==> config.mk <==
export PLATFORM = sky130hd
export DESIGN_NAME = rgn_guard
export DESIGN_NICKNAME = d
export VERILOG_FILES = /design/src/rtl/rgn_guard_pkg.sv /design/src/rtl/rgn_table.sv /design/src/rtl/rgn_match.sv /design/src/rtl/rgn_resp.sv /design/src/rtl/rgn_guard.sv
export SDC_FILE = /design/constraint.sdc
export NUM_CORES = 1
export LEC_CHECK = 0
export ABC_AREA = 0
export ABC_CLOCK_PERIOD_IN_PS = 3400
export BUFFER_PORTS_ARGS = -buffer_cell sky130_fd_sc_hd__buf_2
export CAP_MARGIN = 20
export CORE_ASPECT_RATIO = 0.6
export CORE_MARGIN = 3
export CORE_UTILIZATION = 63
export CTS_BUF_LIST = sky130_fd_sc_hd__clkbuf_16
export DETAILED_ROUTE_END_ITERATION = 10
export PLACE_DENSITY_LB_ADDON = 0.25
export SETUP_SLACK_MARGIN = 0.05
export SYNTH_ARGS = -nofsm -noshare
export SYNTH_HDL_FRONTEND = slang
export SYNTH_HIERARCHICAL = 1
export SYNTH_SLANG_ARGS = --single-unit
==> constraint.sdc <==
create_clock -name clk -period 3.4 [get_ports clk]
set_clock_uncertainty 0.2 [all_clocks]
set_input_delay 0 -clock clk [delete_from_list [all_inputs] [get_ports clk]]
set_output_delay 0 -clock clk [all_outputs]
set_load 0.03 [all_outputs]
==> src/rtl/rgn_guard_pkg.sv <==
package rgn_guard_pkg;

  localparam int unsigned PERM_W  = 32;
  localparam int unsigned FLD_W   = 6;
  localparam int unsigned DMA_LSB = 24;

  // Region 0 reset rights: user rwx for CPU masters, rd+wr for engines
  localparam logic [PERM_W-1:0] PERM_ALL = 32'hFF1C71C7;

  typedef enum logic [2:0] {
    SLOT_LO    = 3'd0,
    SLOT_HI    = 3'd1,
    SLOT_PERM  = 3'd2,
    SLOT_VALID = 3'd3,
    SLOT_ALIAS = 3'd4
  } slot_e;

  typedef enum logic [1:0] {
    KIND_RD = 2'd0,
    KIND_WR = 2'd1,
    KIND_EX = 2'd2
  } kind_e;

  function automatic kind_e access_kind(input logic wr, input logic [1:0] prot);
    if (wr)           return KIND_WR;
    else if (prot[0]) return KIND_RD;
    else              return KIND_EX;
  endfunction

  // returns {read, write, execute}
  function automatic logic [2:0] cpu_rights(input logic [FLD_W-1:0] fld, input logic sup);
    logic [2:0] usr;
    usr = {fld[2], fld[1], fld[0]};
    if (!sup) return usr;
    case (fld[4:3])
      2'b00:   return 3'b111;
      2'b01:   return 3'b101;
      2'b10:   return 3'b110;
      default: return usr;
    endcase
  endfunction

  function automatic logic kind_ok(input logic [2:0] rwx, input kind_e k);
    case (k)
      KIND_RD: return rwx[2];
      KIND_WR: return rwx[1];
      KIND_EX: return rwx[0];
      default: return 1'b0;
    endcase
  endfunction

  function automatic logic master_ok(input logic [PERM_W-1:0] perm, input logic [3:0] mst,
                                     input logic wr, input logic [1:0] prot);
    logic [FLD_W-1:0] fld;
    logic [1:0]       pair;
    int unsigned      idx;
    idx  = int'(mst[1:0]);
    fld  = perm[FLD_W*idx +: FLD_W];
    pair = perm[DMA_LSB + 2*idx +: 2];
    if (mst[3])       return 1'b0;
    else if (!mst[2]) return kind_ok(cpu_rights(fld, prot[1]), access_kind(wr, prot));
    else              return wr ? pair[0] : pair[1];
  endfunction

endpackage

==> src/rtl/rgn_table.sv <==
module rgn_table
  import rgn_guard_pkg::*;
#(
  parameter int NUM_RGN = 4,
  parameter int ADDR_W  = 32,
  parameter int RGN_W   = 2
) (
  input  logic                             clk,
  input  logic                             rst_n,
  input  logic                             cfg_we,
  input  logic [RGN_W-1:0]                 cfg_rgn,
  input  slot_e                            cfg_slot,
  input  logic [PERM_W-1:0]                cfg_wdata,
  output logic [NUM_RGN-1:0][ADDR_W-1:0]   rgn_lo,
  output logic [NUM_RGN-1:0][ADDR_W-1:0]   rgn_hi,
  output logic [NUM_RGN-1:0][PERM_W-1:0]   rgn_perm,
  output logic [NUM_RGN-1:0]               rgn_vld
);

  logic [NUM_RGN-1:0] sel_rgn;
  logic [NUM_RGN-1:0] perm_wr_ev;
  logic [NUM_RGN-1:0] alias_wr_ev;

  for (genvar r = 0; r < NUM_RGN; r++) begin : g_rgn
    assign sel_rgn[r]     = cfg_we && (cfg_rgn == RGN_W'(r));
    assign perm_wr_ev[r]  = sel_rgn[r] && (cfg_slot == SLOT_PERM);
    assign alias_wr_ev[r] = sel_rgn[r] && (cfg_slot == SLOT_ALIAS);

    always_ff @(posedge clk or negedge rst_n) begin
      if (!rst_n) begin
        rgn_lo[r]   <= '0;
        rgn_hi[r]   <= (r == 0) ? {ADDR_W{1'b1}} : '0;
        rgn_perm[r] <= (r == 0) ? PERM_ALL : '0;
        rgn_vld[r]  <= (r == 0);
      end else if (sel_rgn[r]) begin
        case (cfg_slot)
          SLOT_LO:    rgn_lo[r] <= cfg_wdata[ADDR_W-1:0];
          SLOT_HI:    rgn_hi[r] <= cfg_wdata[ADDR_W-1:0];
          SLOT_PERM: begin
            rgn_perm[r] <= cfg_wdata;
            rgn_vld[r]  <= 1'b0;
          end
          SLOT_VALID: rgn_vld[r]  <= cfg_wdata[0];
          SLOT_ALIAS: rgn_perm[r] <= cfg_wdata;
          default: ;
        endcase
      end
    end

    AST_PERM_WR_INVALIDATES: assert property (@(posedge clk) disable iff (!rst_n)
      perm_wr_ev[r] |=> !rgn_vld[r]);
    AST_ALIAS_KEEPS_VALID: assert property (@(posedge clk) disable iff (!rst_n)
      alias_wr_ev[r] |=> $stable(rgn_vld[r]));
    AST_ALIAS_LOADS_WORD: assert property (@(posedge clk) disable iff (!rst_n)
      alias_wr_ev[r] |=> (rgn_perm[r] == $past(cfg_wdata)));
  end

  if (ADDR_W < PERM_W) begin : g_wdata_hi
    logic unused_hi;
    assign unused_hi = ^cfg_wdata[PERM_W-1:ADDR_W];
  end

endmodule

==> src/rtl/rgn_match.sv <==
module rgn_match
  import rgn_guard_pkg::*;
#(
  parameter int NUM_RGN = 4,
  parameter int ADDR_W  = 32
) (
  input  logic [NUM_RGN-1:0][ADDR_W-1:0]   rgn_lo,
  input  logic [NUM_RGN-1:0][ADDR_W-1:0]   rgn_hi,
  input  logic [NUM_RGN-1:0][PERM_W-1:0]   rgn_perm,
  input  logic [NUM_RGN-1:0]               rgn_vld,
  input  logic [ADDR_W-1:0]                req_addr,
  input  logic [3:0]                       req_master,
  input  logic                             req_write,
  input  logic [1:0]                       req_prot,
  output logic [NUM_RGN-1:0]               hit_vec,
  output logic [NUM_RGN-1:0]               ok_vec
);

  for (genvar r = 0; r < NUM_RGN; r++) begin : g_cmp
    logic above_lo, below_hi;
    assign above_lo   = (req_addr >= rgn_lo[r]);
    assign below_hi   = (req_addr <= rgn_hi[r]);
    assign hit_vec[r] = rgn_vld[r] && above_lo && below_hi;
    assign ok_vec[r]  = hit_vec[r] && master_ok(rgn_perm[r], req_master, req_write, req_prot);
  end

endmodule

==> src/rtl/rgn_resp.sv <==
module rgn_resp (
  input  logic clk,
  input  logic rst_n,
  input  logic req_valid,
  input  logic any_ok,
  output logic resp_valid,
  output logic resp_grant,
  output logic resp_error
);

  always_ff @(posedge clk or negedge rst_n) begin
    if (!rst_n) begin
      resp_valid <= 1'b0;
      resp_grant <= 1'b0;
      resp_error <= 1'b0;
    end else begin
      resp_valid <= req_valid;
      resp_grant <= req_valid && any_ok;
      resp_error <= req_valid && !any_ok;
    end
  end

  AST_RESP_FOLLOWS_REQ: assert property (@(posedge clk) disable iff (!rst_n)
    req_valid |=> resp_valid);
  AST_IDLE_STAYS_QUIET: assert property (@(posedge clk) disable iff (!rst_n)
    !req_valid |=> (!resp_valid && !resp_grant && !resp_error));
  AST_ONE_VERDICT: assert property (@(posedge clk) disable iff (!rst_n)
    resp_valid |-> $onehot({resp_grant, resp_error}));

endmodule

==> src/rtl/rgn_guard.sv <==
module rgn_guard
  import rgn_guard_pkg::*;
#(
  parameter  int NUM_RGN = 4,
  parameter  int ADDR_W  = 32,
  localparam int RGN_W   = (NUM_RGN > 1) ? $clog2(NUM_RGN) : 1,
  localparam int CFG_AW  = RGN_W + 3
) (
  input  logic              clk,
  input  logic              rst_n,
  input  logic              cfg_we,
  input  logic [CFG_AW-1:0] cfg_addr,
  input  logic [31:0]       cfg_wdata,
  input  logic              req_valid,
  input  logic [ADDR_W-1:0] req_addr,
  input  logic [3:0]        req_master,
  input  logic              req_write,
  input  logic [1:0]        req_prot,
  output logic              resp_valid,
  output logic              resp_grant,
  output logic              resp_error
);

  logic [NUM_RGN-1:0][ADDR_W-1:0] rgn_lo, rgn_hi;
  logic [NUM_RGN-1:0][PERM_W-1:0] rgn_perm;
  logic [NUM_RGN-1:0]             rgn_vld;
  logic [NUM_RGN-1:0]             hit_vec, ok_vec;
  logic                           any_hit, any_ok;
  slot_e                          cfg_slot;
  logic [RGN_W-1:0]               cfg_rgn;

  assign cfg_slot = slot_e'(cfg_addr[2:0]);
  assign cfg_rgn  = cfg_addr[CFG_AW-1:3];

  rgn_table #(.NUM_RGN(NUM_RGN), .ADDR_W(ADDR_W), .RGN_W(RGN_W)) u_table (
    .clk(clk), .rst_n(rst_n), .cfg_we(cfg_we), .cfg_rgn(cfg_rgn), .cfg_slot(cfg_slot),
    .cfg_wdata(cfg_wdata), .rgn_lo(rgn_lo), .rgn_hi(rgn_hi), .rgn_perm(rgn_perm),
    .rgn_vld(rgn_vld)
  );

  rgn_match #(.NUM_RGN(NUM_RGN), .ADDR_W(ADDR_W)) u_match (
    .rgn_lo(rgn_lo), .rgn_hi(rgn_hi), .rgn_perm(rgn_perm), .rgn_vld(rgn_vld),
    .req_addr(req_addr), .req_master(req_master), .req_write(req_write),
    .req_prot(req_prot), .hit_vec(hit_vec), .ok_vec(ok_vec)
  );

  assign any_hit = |hit_vec;
  assign any_ok  = |ok_vec;

  rgn_resp u_resp (
    .clk(clk), .rst_n(rst_n), .req_valid(req_valid), .any_ok(any_ok),
    .resp_valid(resp_valid), .resp_grant(resp_grant), .resp_error(resp_error)
  );

  AST_MISS_IS_ERROR: assert property (@(posedge clk) disable iff (!rst_n)
    (req_valid && !any_hit) |=> resp_error);
  AST_ANY_REGION_GRANTS: assert property (@(posedge clk) disable iff (!rst_n)
    (req_valid && any_ok) |=> resp_grant);
  AST_FOREIGN_MASTER_ERR: assert property (@(posedge clk) disable iff (!rst_n)
    (req_valid && req_master[3]) |=> resp_error);
  AST_CFG_SLOT_CLEAN: assert property (@(posedge clk) disable iff (!rst_n)
    cfg_we |-> !$isunknown(cfg_addr));

endmodule

==> flow_summary_export.csv <==
group,metric,value,unit
global_routing,grt_util_met2,0.5093,
final_layout,antenna_cells,0,
die,ios,83,
clock_tree,htreeDepth,2,
global_routing,use_met1,0.4741,
logic_synthesis,syn_avg_cell_area,11.69,um2
place,gp_congestion,0.9162,
final_layout,n_fill_cell,2197,
global_routing,grt_overflow,0,
timing,final.period_utilization,0.9544,
setup_path,criticalPathCategory,"flop to flop",
timing,grt_setup_unrepaired,"no",
drt,wire_per_inst,24.67,um
clock_tree,cts_setup_buffers,0,
setup_path,arrival,3.52,ns
global_routing,grt_pass1_wl,93630,um
timing,final_hold_viol_count,0,
power_and_ir_drop,peakVddDrop,493.3,uV
final_layout,final_cell_mix,"mux2_2 (367), dfrtp_1 (322), inv_1 (267), ha_1 (256)",
timing,worst_pin_slew,1.072,ns
place,place_hpwl,41320,um
clock_tree,cts.root.buffer_cell,"clkbuf_16",
timing,timing.final.ws_setup,0.1549,ns
drt,drc,0,
drt,viasPerCell,6.331,
hold_path,min_path_type,"input pin to flop",
die,core-area,0.03312,mm2
final_layout,finish.instance_area,0.02431,mm2
global_routing,grt_max_degree,105,
die,rows,51,
timing,timing.slew.headroom,0.2828,
drt,totalWireLength,60480,um
setup_path,worstPathMaxFanout,2,
global_routing,antenna_found_initial,2,
logic_synthesis,synth_cells,1852,
outcome,status,"completed",
final_layout,area_growth,12.29,%
flow_run,maxCapViolations,0,
clock_tree,clk_latency,0.56,ns
die,design.die.area,0.03670,mm2
clock_tree,cts.path.max_buffers,3,
clock_tree,tritoncts,"built",
drt,vias,15524,
logic_synthesis,synthesis.nets,2188,
final_layout,fin_nets,2309,
power_and_ir_drop,power.total,0.01417,W
die,die_h,149.6,um
final_layout,seqCellArea,0.009450,mm2
place,dp_worst_setup_slack,-0.1743,ns
global_routing,top_usage_layer,"met2",
final_layout,drive_gt1_frac,0.3202,
setup_path,crit_path_end_kind,"flop",
die,fp.dieW,245.3,um
drt,firstDrtPassIters,8,
final_layout,multi_input_area,0.01088,mm2
drt,ant_nets,0,
logic_synthesis,synthesis.area,0.02165,mm2
clock_tree,clkSinkCount,375,
timing,min_period,3.245,ns
global_routing,grt_pass1_vias,16249,
power_and_ir_drop,powerDensity,582.7,mW/mm2
timing,finalSetupViolCount,0,
clock_tree,cts_made_buffers,37,
clock_tree,clkTransAtPathRegs,0.07,ns
power_and_ir_drop,leakagePower,11.55,nW
global_routing,met3_usage,0.08972,
logic_synthesis,yosysWarnings,6,
setup_path,startpoint_type,"flop",
final_layout,final_common_cell,"mux2_2",
timing,report.final.slew_viol_count,0,
die,start_util,0.6537,
place,portBuffers,82,
place,place_area,0.02257,mm2
setup_path,worstPathRequired,3.67,ns
timing,fmaxAchievable,308.2,MHz
global_routing,grt.total_usage,0.3368,
drt,drt_iter0_markers,1411,
## stage by stage
step | hold WS (ns) | setup TNS [ns] | util | instances
after CTS | 0.04222 | 0 | 0.7335 | 2452
after floorplan | -0.4956 | 0 | - | 1852
final | 0.04823 | 0 | 0.7341 | 2452
after detailed placement | -0.08430 | -0.3330 | 0.6814 | 2339
after global routing | 0.08661 | 0 | 0.7341 | 2452
after global placement | -0.08888 | -0.1076 | 0.6814 | 2339
## repair_timing
action,CTS,global route
endpoints found under the hold margin,589,0
hold buffers,45,0
gates cloned,0,0
setup endpoints to repair,2,2
pin swaps,0,1
resized for setup,1,4
## power breakdown
part / total, W / internal, W / switching (W)
Combinational: 0.00372 / 0.00180 / 0.00192
Sequential: 0.00606 / 0.00553 / 0.000532
Clock: 0.00439 / 0.00254 / 0.00184
Total: 0.0142 / 0.00987 / 0.00430
## worst max-delay path, stage by stage (launching register included)
cell       delay, ns
dfrtp_1         0.34
inv_1           0.04
ha_1            0.28
a211oi_1        0.67
o2bb2ai_1       0.17
a2111oi_0       0.41
buf_4           0.18
a22o_1          0.14
nor4_2          0.05
or4_1           0.48
and2b_2         0.23
## cell type report
| type | count | area share |
|---|---|---|
| Clock inverter | 29 | 0.01209 |
| Sequential cell | 375 | 0.3887 |
| Timing Repair Buffer | 163 | 0.04796 |
| Clock buffer | 39 | 0.04014 |
| Tap cell | 450 | 0.02316 |
| Multi-Input combinational cell | 1134 | 0.4475 |
| Inverter | 262 | 0.04045 |
## final timing paths
| kind | from | end | slack (ns) | cells after the start |
|---|---|---|---|---|
| min reg2reg | u_table/rgn_lo[103] | u_table/rgn_lo[103] | 0.29 | 1 |
| max in group asynchronous | rst_n | u_table/rgn_lo[57] | 1.51 | 4 |
| max reg2reg | u_table/rgn_lo[117] | u_resp/resp_error | 0.15 | 10 |
| min | cfg_we | u_table/rgn_perm[29] | 0.05 | 4 |
| max | u_table/rgn_lo[117] | u_resp/resp_error | 0.15 | 10 |
| min in group asynchronous | rst_n | u_table/rgn_perm[66] | 0.39 | 3 |
## metal layers
metal,up-vias,share of wire,routed length (um)
li1,6824,-,-
met1,7809,0.43,26060
met2,729,0.43,26270
met3,162,0.10,6118
met4,0,0.034,2029
met5,-,0,0
## sequential cells by signal, indices dropped and copies added, names as in the netlist
name / cells
u_table/rgn_perm: 112
u_resp/resp_valid: 1
u_table/rgn_vld: 4
u_table/rgn_hi: 128
u_table/rgn_lo: 128
u_resp/resp_error: 1
u_resp/resp_grant: 1
Power figures use the tool's default switching activity.
